--- config.mk ---
export PLATFORM = sky130hd
export DESIGN_NAME = spi_rate_gen
export DESIGN_NICKNAME = d
export VERILOG_FILES = /design/src/rtl/spi_rate_pkg.sv /design/src/rtl/spi_rate_prescale.sv /design/src/rtl/spi_rate_modcnt.sv /design/src/rtl/spi_rate_edge.sv /design/src/rtl/spi_rate_gen.sv
export SDC_FILE = /design/constraint.sdc
export NUM_CORES = 1
export LEC_CHECK = 0
export ABC_AREA = 1
export BUFFER_PORTS_ARGS = -buffer_cell sky130_fd_sc_hd__buf_2
export CAP_MARGIN = 0
export CORE_UTILIZATION = 40
export DETAILED_ROUTE_END_ITERATION = 8
export HOLD_SLACK_MARGIN = 0.06
export PLACE_DENSITY = 0.6
export SETUP_SLACK_MARGIN = 0.5
export SYNTH_ARGS = -nofsm -noshare
export SYNTH_HDL_FRONTEND = slang
export SYNTH_SLANG_ARGS = --single-unit
export TNS_END_PERCENT = 20
--- constraint.sdc ---
create_clock -name clk_i -period 3.6 [get_ports clk_i]
set_input_delay 0.18 -clock clk_i [delete_from_list [all_inputs] [get_ports clk_i]]
set_output_delay 0.18 -clock clk_i [all_outputs]
set_load 0.02 [all_outputs]
--- src/rtl/spi_rate_pkg.sv ---
package spi_rate_pkg;
  localparam int unsigned LIN_W_DEF = 8;
  localparam int unsigned EXP_W_DEF = 2;

  // prescaler counter width: enough for 2^(2^EXP_W - 1) - 1
  function automatic int unsigned pre_width(input int unsigned exp_w);
    return (1 << exp_w) - 1;
  endfunction
endpackage

--- src/rtl/spi_rate_prescale.sv ---
module spi_rate_prescale
  import spi_rate_pkg::*;
#(
  parameter int unsigned EXP_W = EXP_W_DEF,
  localparam int unsigned CW = pre_width(EXP_W)
) (
  input  logic             clk_i,
  input  logic             rst_ni,
  input  logic             run_i,
  input  logic [EXP_W-1:0] exp_i,
  output logic             tick_o
);
  logic [CW-1:0] cnt_q, lim;

  always_comb begin
    for (int i = 0; i < CW; i++) lim[i] = (i < int'(exp_i));
  end

  assign tick_o = run_i && (cnt_q == lim);

  always_ff @(posedge clk_i or negedge rst_ni) begin
    if (!rst_ni)          cnt_q <= '0;
    else if (!run_i)      cnt_q <= '0;
    else if (cnt_q == lim) cnt_q <= '0;
    else                  cnt_q <= cnt_q + 1'b1;
  end

  p_pre_range_r3: assert property (@(posedge clk_i) disable iff (!rst_ni)
    cnt_q <= lim);
  p_pre_idle_r2: assert property (@(posedge clk_i) disable iff (!rst_ni)
    !run_i |=> cnt_q == '0);
endmodule

--- src/rtl/spi_rate_modcnt.sv ---
module spi_rate_modcnt
  import spi_rate_pkg::*;
#(
  parameter int unsigned LIN_W = LIN_W_DEF
) (
  input  logic             clk_i,
  input  logic             rst_ni,
  input  logic             run_i,
  input  logic             tick_i,
  input  logic [LIN_W-1:0] lim_i,
  output logic             wrap_o
);
  logic [LIN_W-1:0] cnt_q;

  assign wrap_o = tick_i && (cnt_q == lim_i);

  always_ff @(posedge clk_i or negedge rst_ni) begin
    if (!rst_ni)      cnt_q <= '0;
    else if (!run_i)  cnt_q <= '0;
    else if (wrap_o)  cnt_q <= '0;
    else if (tick_i)  cnt_q <= cnt_q + 1'b1;
  end

  p_mod_range_r3: assert property (@(posedge clk_i) disable iff (!rst_ni)
    run_i |-> cnt_q <= lim_i);
endmodule

--- src/rtl/spi_rate_edge.sv ---
module spi_rate_edge (
  input  logic clk_i,
  input  logic rst_ni,
  input  logic en_i,
  input  logic run_i,
  input  logic cpol_i,
  input  logic cpol_lat_i,
  input  logic wrap_i,
  output logic sck_o,
  output logic lead_o,
  output logic trail_o
);
  always_ff @(posedge clk_i or negedge rst_ni) begin
    if (!rst_ni) begin
      sck_o   <= 1'b0;
      lead_o  <= 1'b0;
      trail_o <= 1'b0;
    end else if (!en_i || !run_i) begin
      // idle and start edge: park at requested polarity
      sck_o   <= cpol_i;
      lead_o  <= 1'b0;
      trail_o <= 1'b0;
    end else if (wrap_i) begin
      sck_o   <= ~sck_o;
      lead_o  <= (sck_o == cpol_lat_i);
      trail_o <= (sck_o != cpol_lat_i);
    end else begin
      lead_o  <= 1'b0;
      trail_o <= 1'b0;
    end
  end

  p_idle_level_r2: assert property (@(posedge clk_i) disable iff (!rst_ni)
    !en_i |=> (sck_o == $past(cpol_i)) && !lead_o && !trail_o);
  p_lead_away_r4: assert property (@(posedge clk_i) disable iff (!rst_ni)
    lead_o |-> (sck_o != cpol_lat_i) && (sck_o != $past(sck_o)));
  p_trail_back_r5: assert property (@(posedge clk_i) disable iff (!rst_ni)
    trail_o |-> (sck_o == cpol_lat_i) && (sck_o != $past(sck_o)));
  p_strobe_excl_r4: assert property (@(posedge clk_i) disable iff (!rst_ni)
    !(lead_o && trail_o));
endmodule

--- src/rtl/spi_rate_gen.sv ---
module spi_rate_gen
  import spi_rate_pkg::*;
#(
  parameter int unsigned LIN_W = LIN_W_DEF,
  parameter int unsigned EXP_W = EXP_W_DEF
) (
  input  logic             clk_i,
  input  logic             rst_ni,
  input  logic             en_i,
  input  logic             cpol_i,
  input  logic [LIN_W-1:0] lin_div_i,
  input  logic [EXP_W-1:0] exp_div_i,
  output logic             sck_o,
  output logic             lead_o,
  output logic             trail_o
);
  logic             run_q, cpol_q;
  logic [LIN_W-1:0] lin_q;
  logic [EXP_W-1:0] exp_q;
  logic             tick, wrap;

  always_ff @(posedge clk_i or negedge rst_ni) begin
    if (!rst_ni) begin
      run_q  <= 1'b0;
      cpol_q <= 1'b0;
      lin_q  <= '0;
      exp_q  <= '0;
    end else begin
      run_q <= en_i;
      if (en_i && !run_q) begin
        cpol_q <= cpol_i;
        lin_q  <= lin_div_i;
        exp_q  <= exp_div_i;
      end
    end
  end

  spi_rate_prescale #(.EXP_W(EXP_W)) u_pre (
    .clk_i, .rst_ni, .run_i(run_q), .exp_i(exp_q), .tick_o(tick)
  );

  spi_rate_modcnt #(.LIN_W(LIN_W)) u_mod (
    .clk_i, .rst_ni, .run_i(run_q), .tick_i(tick), .lim_i(lin_q), .wrap_o(wrap)
  );

  spi_rate_edge u_edge (
    .clk_i, .rst_ni, .en_i, .run_i(run_q), .cpol_i, .cpol_lat_i(cpol_q),
    .wrap_i(wrap), .sck_o, .lead_o, .trail_o
  );

  p_cfg_hold_r6: assert property (@(posedge clk_i) disable iff (!rst_ni)
    run_q && en_i |=> $stable(lin_q) && $stable(exp_q) && $stable(cpol_q));
  p_toggle_marked_r3: assert property (@(posedge clk_i) disable iff (!rst_ni)
    run_q && en_i |=> (sck_o != $past(sck_o)) == (lead_o || trail_o));
endmodule

==> flow_summary_export.csv <==
group,metric,value,unit
status,outcome,"completed",
clock_network,post-cts-setup-buffer-count,0,
route,wl,2.58,mm
yosys,ys_seq_elements,26,
sta,rsz0062_at_grt,"false",
job,cap_violations,0,
grt,grt_pass1_wl,4.33,mm
route,route.detailed.drc,0,
min_path,holdPathStages,2,
setup_path,required,3830,ps
floorplanning,initial_utilization,42.2,%
final_layout,layout_commonest_cell,"nand2_1",
final_layout,final_cell_mix,"nand2_1 (49), dfrtp_1 (26), inv_1 (20)",
power,internal-power,441,uW
sta,max_slew.worst_pin.slew,585,ps
floorplanning,die_x,61.8,um
sta,slew_viol_final,0,
setup_path,worstSetupPathType,"reg2reg",
yosys,syn_inst,171,
setup_path,cp-end-kind,"register",
route,post_drt_wl_per_cell,10.9,um
yosys,syn_avg_cell_area,8.37,um2
sta,relSlewSlack,61.0,%
grt,grt_overflow,0,
placement,post-place-ws,2240,ps
power,ir_drop,0.182,mV
sta,fin_worst_skew,7.37,ps
sta,tns,0,ps
power,p_comb_share,22.9,%
min_path,hp-class,"in2reg",
sta,finalSetupViolCount,0,
sta,fmax,0.717,GHz
power,power.leakage,0.000844,uW
power,power_switching_share,31.6,%
placement,dp_hpwl,1.92,mm
yosys,ys_seq_area_share,45.5,%
grt,antenna_found_initial,0,
min_path,hold_end,"lin_q[1]",
final_layout,area_growth,13.2,%
floorplanning,dieArea,0.00382,mm2
yosys,synth_top_cell_area_share,45.5,%
yosys,synth_fp_nets,187,
clock_network,htreeDepth,1,
placement,placed_cell_area,0.00156,mm2
clock_network,cts.path.max_buffers,2,
power,p_sw,204,uW
yosys,yosysTopAreaCell,"dfrtp_1",
clock_network,clock_sinks,26,
placement,place.port_buffers,16,
setup_path,critPathTopFamily,"simple AND/OR/NAND/NOR gates",
final_layout,design_area,0.00162,mm2
setup_path,reg2reg_slack,2200,ps
yosys,yosys-top-cells-area,"dfrtp_1 (45%), nand2_1 (13%), inv_1 (5.2%), nor2_1 (4.5%), o21ai_2 (3.7%)",
min_path,worstHoldStart,"lin_div_i[1]",
setup_path,cp_slowest_stage_delay,490,ps
placement,place.gp.congestion,0.738,
grt,grt_pass1_vias,961,
clock_network,clock-root-buffer,"clkbuf_4",
yosys,syn_area,0.00143,mm2
setup_path,cp_max_fo,6,
clock_network,cts_tree,"built",
setup_path,worst-path-stages,9,
final_layout,drive_gt1_share,26.0,%
route,drt-initial-drc-count,18,
route,first_pass_iters,4,
clock_network,clk_latency,330,ps
setup_path,r2r-start,"u_mod.cnt_q[5]",
clock_network,clkSlewWorstSetupHoldPaths,140,ps
route,vias,1076,
setup_path,start_kind,"register",
floorplanning,ios,17,
final_layout,nets,209,
final_layout,diodes,0,
setup_path,worstPathBufferInverterCount,2,
route,drt.antenna.violating_nets,0,
yosys,yosysWarnings,0,
floorplanning,die_h,61.8,um
power,p_seq_share,53.7,%
floorplanning,rows,21,
setup_path,r2r_end,"u_mod.cnt_q[4]",
power,clockPowerShare,23.3,%
grt,grtUsageTotal,16.0,%
setup_path,crit_chain,"inv_1, nand2_1, nand2_1, nor2_1, nand2_1, nor2_4, inv_2, nand2_4, o21ai_2",
yosys,ys_types,23,
route,via_per_inst,4.52,
floorplanning,core-area,0.00339,mm2
setup_path,crit_arrival,1620,ps
setup_path,rr_worst_depth,9,
setup_path,crit_slowest_cell,"dfrtp_1",
sta,final.period_utilization,38.8,%
power,p_per_area,398,mW/mm2
clock_network,cts_buffers,3,
sta,setup_ws,2200,ps
setup_path,crit_top_cell,"nand2_1",
grt,grt_start_max_net_pins,27,
sta,finalHoldViolations,0,
sta,period_needed,1400,ps
## state kept, by name, indices dropped and copies added (netlist names)
signal and cells:
cpol_q 1, u_edge.sck_o 1, exp_q 2, u_edge.trail_o 1, lin_q 8, u_mod.cnt_q 8
u_edge.lead_o 1, run_q 1, u_pre.cnt_q 3
## worst register-to-register path: stages, from the launching register on
cell     delay (ps)
dfrtp_1         490
inv_1            70
nand2_1          60
nand2_1          40
nor2_1          150
nand2_1         110
nor2_4          130
inv_2            70
nand2_4         110
o21ai_2          70
## cell families after synthesis
kind of cell / share of synthesized area (%)
muxes: 3.15
DFF: 45.5
and+or+nand+nor: 30.2
xor gates and xnor gates: 4.89
adders and majority gates: 1.75
AOI/OAI and AO/OA: 6.82
buffers and inverters: 7.69
## cells in the mapped netlist, drive strengths merged
| cell | number |
|---|---|
| nand3 | 7 |
| ha | 2 |
| inv | 27 |
| mux2 | 4 |
| nor3 | 2 |
| a21oi | 7 |
| nor2 | 22 |
| xnor2 | 4 |
| xor2 | 4 |
| nand2 | 54 |
| o21ai | 8 |
| clkinv | 1 |
| nand4 | 2 |
| dfrtp | 26 |
| buf | 1 |
## layer usage
| layer | GRT usage, % | up-vias | wire length, um |
|---|---|---|---|
| li1 | - | 565 | - |
| met1 | 20.8 | 493 | 1230 |
| met2 | 26.1 | 13 | 1250 |
| met3 | 2.48 | 5 | 52 |
| met4 | 7.62 | 0 | 55 |
| met5 | 0 | - | 0 |
## power groups by stage
stage	Sequential, uW	Clock (uW)	Combinational, uW
after detailed placement	353	0	148
after CTS	347	160	151
after global placement	350	0	145
after floorplan	348	0	115
final	346	150	148
after global routing	351	167	169
## worst max-delay path by stage
stage / from / end / slack, ps
2_1_floorplan: exp_q[1] / u_edge.sck_o / 2370
3_3_place_gp: u_mod.cnt_q[5] / u_mod.cnt_q[5] / 2240
3_5_place_dp: u_mod.cnt_q[5] / u_mod.cnt_q[4] / 2240
4_1_cts: u_mod.cnt_q[5] / u_mod.cnt_q[4] / 2210
5_1_grt: u_mod.cnt_q[5] / u_mod.cnt_q[4] / 2110
6_report: u_mod.cnt_q[5] / u_mod.cnt_q[4] / 2200
## stage by stage
| step | utilization (%) | power, uW | std cells | hold WS, ps |
|---|---|---|---|---|
| 2_1_floorplan | - | 463 | 171 | -116 |
| 3_3_place_gp | 46.1 | 495 | 232 | 223 |
| 3_5_place_dp | 46.1 | 501 | 232 | 231 |
| 4_1_cts | 47.8 | 657 | 238 | 62.5 |
| 5_1_grt | 47.8 | 687 | 238 | 63.4 |
| 6_report | 47.8 | 644 | 238 | 73.7 |
## repair_timing
| item | 4_1_cts | 5_1_grt |
|---|---|---|
| hold buffers | 2 | 0 |
| resized for setup | 0 | 0 |
| hold endpoints to repair | 27 | 0 |
## final cells by class
cell class	instances	area [um2]
timing repair buffer	18	100
tap	46	57.6
sequential	26	651
multi-input combinational	116	671
fill	343	1770
clock buffer	4	36.3
inverter	28	105
(Power assumes the default switching activity.)
